===== src/rtl/sfd_pkg.sv =====
// Package: shared encodings for the supply window fault comparator.
// Assumes an 8-bit default sample width; widths are parameters in the modules.
package sfd_pkg;

    // Report selector codes; the reserved code behaves as the window code.
    typedef enum logic [1:0] {
        SEL_HIGH   = 2'b00,
        SEL_LOW    = 2'b01,
        SEL_WINDOW = 2'b10,
        SEL_RSVD   = 2'b11
    } fault_sel_e;

endpackage


===== src/rtl/sfd_magnitude.sv =====
// Module: sfd_magnitude
// Turns the raw sample into the unsigned magnitude used by both trackers.
// Positive mode passes the code through unchanged. Negative mode reads the
// code as two's complement and takes its absolute value. The most negative
// code maps to 2**(DATA_W-1), which still fits in DATA_W unsigned bits.
module sfd_magnitude #(
    parameter int DATA_W = 8
) (
    input  logic              neg_mode,
    input  logic [DATA_W-1:0] code,
    output logic [DATA_W-1:0] mag
);

    // Negate codes with the sign bit set when in negative mode.
    always_comb begin
        if (neg_mode && code[DATA_W-1]) begin
            mag = ~code + 1'b1;
        end else begin
            mag = code;
        end
    end

endmodule


===== src/rtl/sfd_limit_track.sv =====
// Module: sfd_limit_track
// One side of the window: a set/release state with hysteresis on release.
// UPPER = 1 builds the high-side tracker: it trips above the threshold and
// releases below threshold minus hysteresis, floored at 0.
// UPPER = 0 builds the low-side tracker: it trips below the threshold and
// releases above threshold plus hysteresis, capped at all-ones.
// Assumes that the threshold and hysteresis are quasi-static; the state
// moves only on valid samples.
module sfd_limit_track #(
    parameter int DATA_W = 8,
    parameter int HYST_W = 5,
    parameter bit UPPER  = 1'b0
) (
    input  logic              clk,
    input  logic              rst_n,
    input  logic              valid,
    input  logic [DATA_W-1:0] mag,
    input  logic [DATA_W-1:0] thresh,
    input  logic [HYST_W-1:0] hyst,
    output logic              flag
);

    localparam int EXT_W = DATA_W + 1;

    logic [EXT_W-1:0]  wide_lvl;
    logic [DATA_W-1:0] release_lvl;
    logic              trip;
    logic              release_ok;

    generate
        if (UPPER) begin : g_high
            // High side: the release level is the threshold minus hysteresis, floored at zero.
            always_comb begin
                wide_lvl    = {1'b0, thresh} - EXT_W'(hyst);
                release_lvl = wide_lvl[DATA_W] ? '0 : wide_lvl[DATA_W-1:0];
                trip        = (mag > thresh);
                release_ok  = (mag < release_lvl);
            end
        end else begin : g_low
            // Low side: the release level is the threshold plus hysteresis, capped at all-ones.
            always_comb begin
                wide_lvl    = {1'b0, thresh} + EXT_W'(hyst);
                release_lvl = wide_lvl[DATA_W] ? '1 : wide_lvl[DATA_W-1:0];
                trip        = (mag < thresh);
                release_ok  = (mag > release_lvl);
            end
        end
    endgenerate

    // State register: trip when clear, release when set, valid samples only.
    always_ff @(posedge clk) begin
        if (!rst_n) begin
            flag <= 1'b0;
        end else if (valid) begin
            flag <= flag ? !release_ok : trip;
        end
    end

endmodule


===== src/rtl/sfd_fault_select.sv =====
// Module: sfd_fault_select
// Picks the reported fault from the two tracker states using the selector.
// Purely combinational; the reserved code reports the window condition.
module sfd_fault_select
    import sfd_pkg::*;
(
    input  logic [1:0] sel,
    input  logic       low_flag,
    input  logic       high_flag,
    output logic       fault
);

    fault_sel_e sel_e;

    // Decode the selector into the reported condition.
    always_comb begin
        sel_e = fault_sel_e'(sel);
        case (sel_e)
            SEL_HIGH: fault = high_flag;
            SEL_LOW:  fault = low_flag;
            default:  fault = low_flag | high_flag;
        endcase
    end

endmodule


===== src/rtl/supply_window_fault.sv =====
// Module: supply_window_fault (top)
// Compares one supply sample stream against low and high limits, each with
// its own release hysteresis, and reports one raw fault flag.
// Assumes samples arrive with a one-cycle valid strobe and that the
// configuration inputs are held steady by the surrounding register file.
module supply_window_fault #(
    parameter int DATA_W = 8,
    parameter int HYST_W = 5
) (
    input  logic              clk,
    input  logic              rst_n,
    input  logic              smp_valid,
    input  logic [DATA_W-1:0] smp_code,
    input  logic              neg_mode,
    input  logic [DATA_W-1:0] uv_level,
    input  logic [DATA_W-1:0] ov_level,
    input  logic [HYST_W-1:0] uv_hyst,
    input  logic [HYST_W-1:0] ov_hyst,
    input  logic [1:0]        fault_sel,
    output logic              fault
);

    logic [DATA_W-1:0] mag_w;
    logic              uv_flag;
    logic              ov_flag;

    sfd_magnitude #(.DATA_W(DATA_W)) i_mag (
        .neg_mode (neg_mode),
        .code     (smp_code),
        .mag      (mag_w)
    );

    sfd_limit_track #(.DATA_W(DATA_W), .HYST_W(HYST_W), .UPPER(1'b0)) i_low (
        .clk    (clk),
        .rst_n  (rst_n),
        .valid  (smp_valid),
        .mag    (mag_w),
        .thresh (uv_level),
        .hyst   (uv_hyst),
        .flag   (uv_flag)
    );

    sfd_limit_track #(.DATA_W(DATA_W), .HYST_W(HYST_W), .UPPER(1'b1)) i_high (
        .clk    (clk),
        .rst_n  (rst_n),
        .valid  (smp_valid),
        .mag    (mag_w),
        .thresh (ov_level),
        .hyst   (ov_hyst),
        .flag   (ov_flag)
    );

    sfd_fault_select i_sel (
        .sel       (fault_sel),
        .low_flag  (uv_flag),
        .high_flag (ov_flag),
        .fault     (fault)
    );

endmodule


===== config.mk =====
export PLATFORM = sky130hd
export DESIGN_NAME = supply_window_fault
export DESIGN_NICKNAME = d
export VERILOG_FILES = /design/src/rtl/sfd_pkg.sv /design/src/rtl/sfd_magnitude.sv /design/src/rtl/sfd_limit_track.sv /design/src/rtl/sfd_fault_select.sv /design/src/rtl/supply_window_fault.sv
export SDC_FILE = /design/constraint.sdc
export NUM_CORES = 1
export LEC_CHECK = 0
export BUFFER_PORTS_ARGS = -buffer_cell sky130_fd_sc_hd__buf_2
export CAP_MARGIN = 0
export CORE_MARGIN = 2
export CORE_UTILIZATION = 30
export CTS_CLUSTER_SIZE = 40
export DETAILED_ROUTE_END_ITERATION = 8
export PLACE_DENSITY = 0.48
export SYNTH_ARGS = -nofsm -noshare
export SYNTH_HDL_FRONTEND = slang
export SYNTH_SLANG_ARGS = --single-unit

===== constraint.sdc =====
create_clock -name clk -period 4.1 [get_ports clk]
set_input_delay 0.205 -clock clk [delete_from_list [all_inputs] [get_ports clk]]
set_output_delay 0.205 -clock clk [all_outputs]
set_load 0.005 [all_outputs]

==> metrics.log <==
[metrics] run status: complete, no violations
[metrics] delay of the slowest cell on the worst path: 0.41 ns
[metrics] hold slack final: ~0.26 ns
[metrics] Top FF cell, synth: sky130_fd_sc_hd__dfxtp_1
[metrics] via count of the first global-routing pass: 1370
[metrics] Worst Clk Skew: 0 ns
[metrics] post-cts resize count: 0
[metrics] share of cells above drive strength 1: 20.6%
[metrics] residual DRC count: 0
[metrics] area of the core region: around 4800 um^2
[metrics] pin count of the biggest net entering global routing: 7
[metrics] clk sink count: 2
[metrics] R2R Path Start: i_high.flag
[metrics] cell with the most instances after synthesis: sky130_fd_sc_hd__ha_1
[metrics] worst min-delay path class: in2reg
[metrics] final count of hold timing violations: 0
[metrics] routed via count: about 1500
[metrics] total routed wirelength: about 3700 um
[metrics] DRT iter0 DRCs: 85
[metrics] synth warn: 0
[metrics] antenna-violating nets left: 0
[metrics] startpoint class of the critical path: input pin
[metrics] setup repair after global routing missed its margin: no
[metrics] buffers inserted during post-CTS setup optimization: 0
[metrics] ratio of total power to cell area: ~190 nW/um^2
[metrics] post-synth net total: 287
[metrics] starting density of the core: 31.4%
[metrics] cell row count: 25
[metrics] largest cells by area after synthesis: sky130_fd_sc_hd__ha_1, sky130_fd_sc_hd__inv_1, sky130_fd_sc_hd__a21oi_1
[metrics] maximum buffer depth of the clock tree: 2
[metrics] Mapped Avg Cell Area: around 7.3 um^2
[metrics] number of antenna violations at the first check in global routing: 0
[metrics] critical path fanouts, max: 6
[metrics] global-route wire length before repair: about 6100 um
[metrics] Clock H-tree levels: 1
[metrics] final slew viol count: 0
[metrics] DR pass1 iterations: 4
[metrics] number of max-capacitance violations reported: 0
[metrics] global routing usage summed across all routing layers: between 10% and 20%
[metrics] final number of setup-violating endpoints: 0
[metrics] final weighted congestion in routability-driven placement: between 0.7 and 0.8
[metrics] hold path startpoint: rst_n
[metrics] ranking of synthesized cells by instance count: sky130_fd_sc_hd__ha_1, sky130_fd_sc_hd__inv_1, sky130_fd_sc_hd__nor2_1
[metrics] period utilisation layout: 61.4%
[metrics] Die X-Extent: 74.5 um
[metrics] static leakage: 0.000967 uW
[metrics] Unique masters post-synth: 39
[metrics] Post-Route Setup TNS: 0 ns
[metrics] post-synthesis async set-or-reset flop share: 0%
[metrics] sequential cell area fraction in the yosys report: 2.68%
[metrics] Final Critical Period: 2.52 ns
[metrics] antenna fix cells: 0
[metrics] wire per inst: 11.7 um
[metrics] Port-buffer cells: 40
[metrics] kind of capture point of the worst setup path: register
[metrics] Synth area leader: sky130_fd_sc_hd__ha_1
[metrics] clock tree from TritonCTS: done
[metrics] Crit path required time: about 4.2 ns
[metrics] Crit path arrival time: around 2.6 ns
[metrics] total die area: approximately 5600 um^2
[metrics] gate count after technology mapping: 204
[metrics] critical-path cell with the highest stage delay: sky130_fd_sc_hd__fa_1
[metrics] max-slew headroom at the worst pin: 69.3%
[metrics] Max Freq: 397 MHz
[metrics] floorplan die height: 74.5 um
[metrics] area growth from synthesis to final layout: 21.8%
[metrics] CTS clk-pin slew, worst paths: 0.03 ns
[metrics] critical-path cell list: buf_2 -> ha_1 -> fa_1 -> a21o_1 -> a21oi_2 -> o21bai_2 -> and2_4 -> or2_1 -> ha_1 -> nor2b_1 -> o211ai_1 -> a21o_1 -> a21oi_1 -> o22ai_1
[metrics] count of hold buffers inserted by post-cts repair: 0
[metrics] transition at the pin with the smallest max-transition slack: between 0.4 and 0.5 ns
[metrics] VDD IR-drop max: 0.0812 mV
[metrics] worst setup path category: in2reg
[metrics] total grt overflow: 0
[metrics] clock insertion delay at the later pin of the skew report: between 0.2 and 0.25 ns
[metrics] register bit total from synthesis: 2
[metrics] post-synthesis instance area: 1490 um^2
[metrics] drt via density: 4.73
[metrics] number of enable flip-flop cells after synthesis: 0
[metrics] count of buffering cells on the critical path with inverters included: 1
[metrics] number of buffers added by the clock tree synthesis step: 3
[metrics] placed wire-length estimate after detailed placement: approximately 3300 um
[metrics] ports placed on the boundary: 41
[metrics] Synth top area share: 34.4%
[metrics] Root Driver: sky130_fd_sc_hd__clkbuf_8
[metrics] source of the critical timing path: uv_level[0]
[metrics] Layout Nets: between 300 and 400
[metrics] kind of cell adding the most delay to the critical path: compound AO/OA/AOI/OAI gates
-- report_power, final --
part | total, uW | switching, uW | internal (uW)
Sequential | 24.3 | 2.19 | 22.1
Combinational | 236 | 129 | 107
Clock | 75.6 | 13.7 | 61.9
Total | 336 | 145 | 191
-- routing by layer --
metal	global-route usage [%]	up-vias	wire [um]	part of all wire [%]
li1	-	817	-	-
met1	21.3	641	1990	54
met2	21.3	26	1540	42
met3	2.17	0	138	3.8
met4	0.595	0	0	0
met5	0	-	0	0
-- cells by family (layout without fill, tap and decap cells) --
family / count (synthesis) / after routing / share of synthesized area (%)
muxes: 2 / 2 / 1.43
xor gates and xnor gates: 11 / 11 / 6.46
and+or+nand+nor: 67 / 67 / 23.2
buffers and inverters: 27 / 70 / 6.80
adders and majority gates: 43 / 43 / 37.1
DFF: 2 / 2 / 2.68
AOI/OAI and AO/OA: 52 / 52 / 22.4
-- placed cells by master (no fill, tap or decap), types with 2 or more instances in the layout --
| cell | n |
|---|---|
| sky130_fd_sc_hd__a211oi_2 | 2 |
| sky130_fd_sc_hd__a21o_1 | 3 |
| sky130_fd_sc_hd__a21oi_1 | 19 |
| sky130_fd_sc_hd__a31oi_1 | 4 |
| sky130_fd_sc_hd__and3_1 | 3 |
| sky130_fd_sc_hd__buf_2 | 40 |
| sky130_fd_sc_hd__clkbuf_8 | 3 |
| sky130_fd_sc_hd__dfxtp_1 | 2 |
| sky130_fd_sc_hd__fa_1 | 2 |
| sky130_fd_sc_hd__ha_1 | 41 |
| sky130_fd_sc_hd__inv_1 | 27 |
| sky130_fd_sc_hd__nand2_1 | 13 |
| sky130_fd_sc_hd__nand2b_1 | 5 |
| sky130_fd_sc_hd__nand3_1 | 4 |
| sky130_fd_sc_hd__nand4_1 | 6 |
| sky130_fd_sc_hd__nor2_1 | 20 |
| sky130_fd_sc_hd__nor2b_1 | 3 |
| sky130_fd_sc_hd__nor3_1 | 6 |
| sky130_fd_sc_hd__o211ai_1 | 4 |
| sky130_fd_sc_hd__o21a_1 | 2 |
| sky130_fd_sc_hd__o21ai_0 | 9 |
| sky130_fd_sc_hd__xnor2_1 | 6 |
| sky130_fd_sc_hd__xor2_1 | 5 |
-- stage by stage --
stage               total power (uW)  cells  cell area [um^2]  utilization (%)  setup WS, ns
CTS                              341    314              1820             38.2          1.58
global route                     382    314              1820             38.2          1.42
floorplan                        192    204              1490                -          1.69
global placement                 263    311              1780             37.3          1.37
finish                           336    314              1820             38.2          1.58
detailed placement               260    311              1780             37.3          1.38
-- worst reg2reg max path, cell delays in order, from the launching register on --
cell and delay (ns):
sky130_fd_sc_hd__dfxtp_1 0.38, sky130_fd_sc_hd__nand2_1 0.07, sky130_fd_sc_hd__nor2_1 0.10, sky130_fd_sc_hd__o211ai_1 0.10
sky130_fd_sc_hd__o211a_1 0.22
-- sequential cells by signal, summed over array words and instances, names as in the netlist --
name / count
i_low.flag: 1
i_high.flag: 1
-- final cells by class --
class	count	area [um^2]
tap	67	83.8
fill	524	2940
multi-input combinational	175	1350
timing repair buffer	40	200
sequential	2	40.0
clock buffer	3	41.3
inverter	27	101
-- worst paths after layout --
kind	slack, ns	end	cells past startpoint
hold reg to reg	0.50	i_low.flag	2
hold / removal	0.26	i_high.flag	2
setup / recovery	1.58	i_low.flag	14
setup reg to reg	3.12	i_high.flag	4
Power figures use the tool's default switching activity.
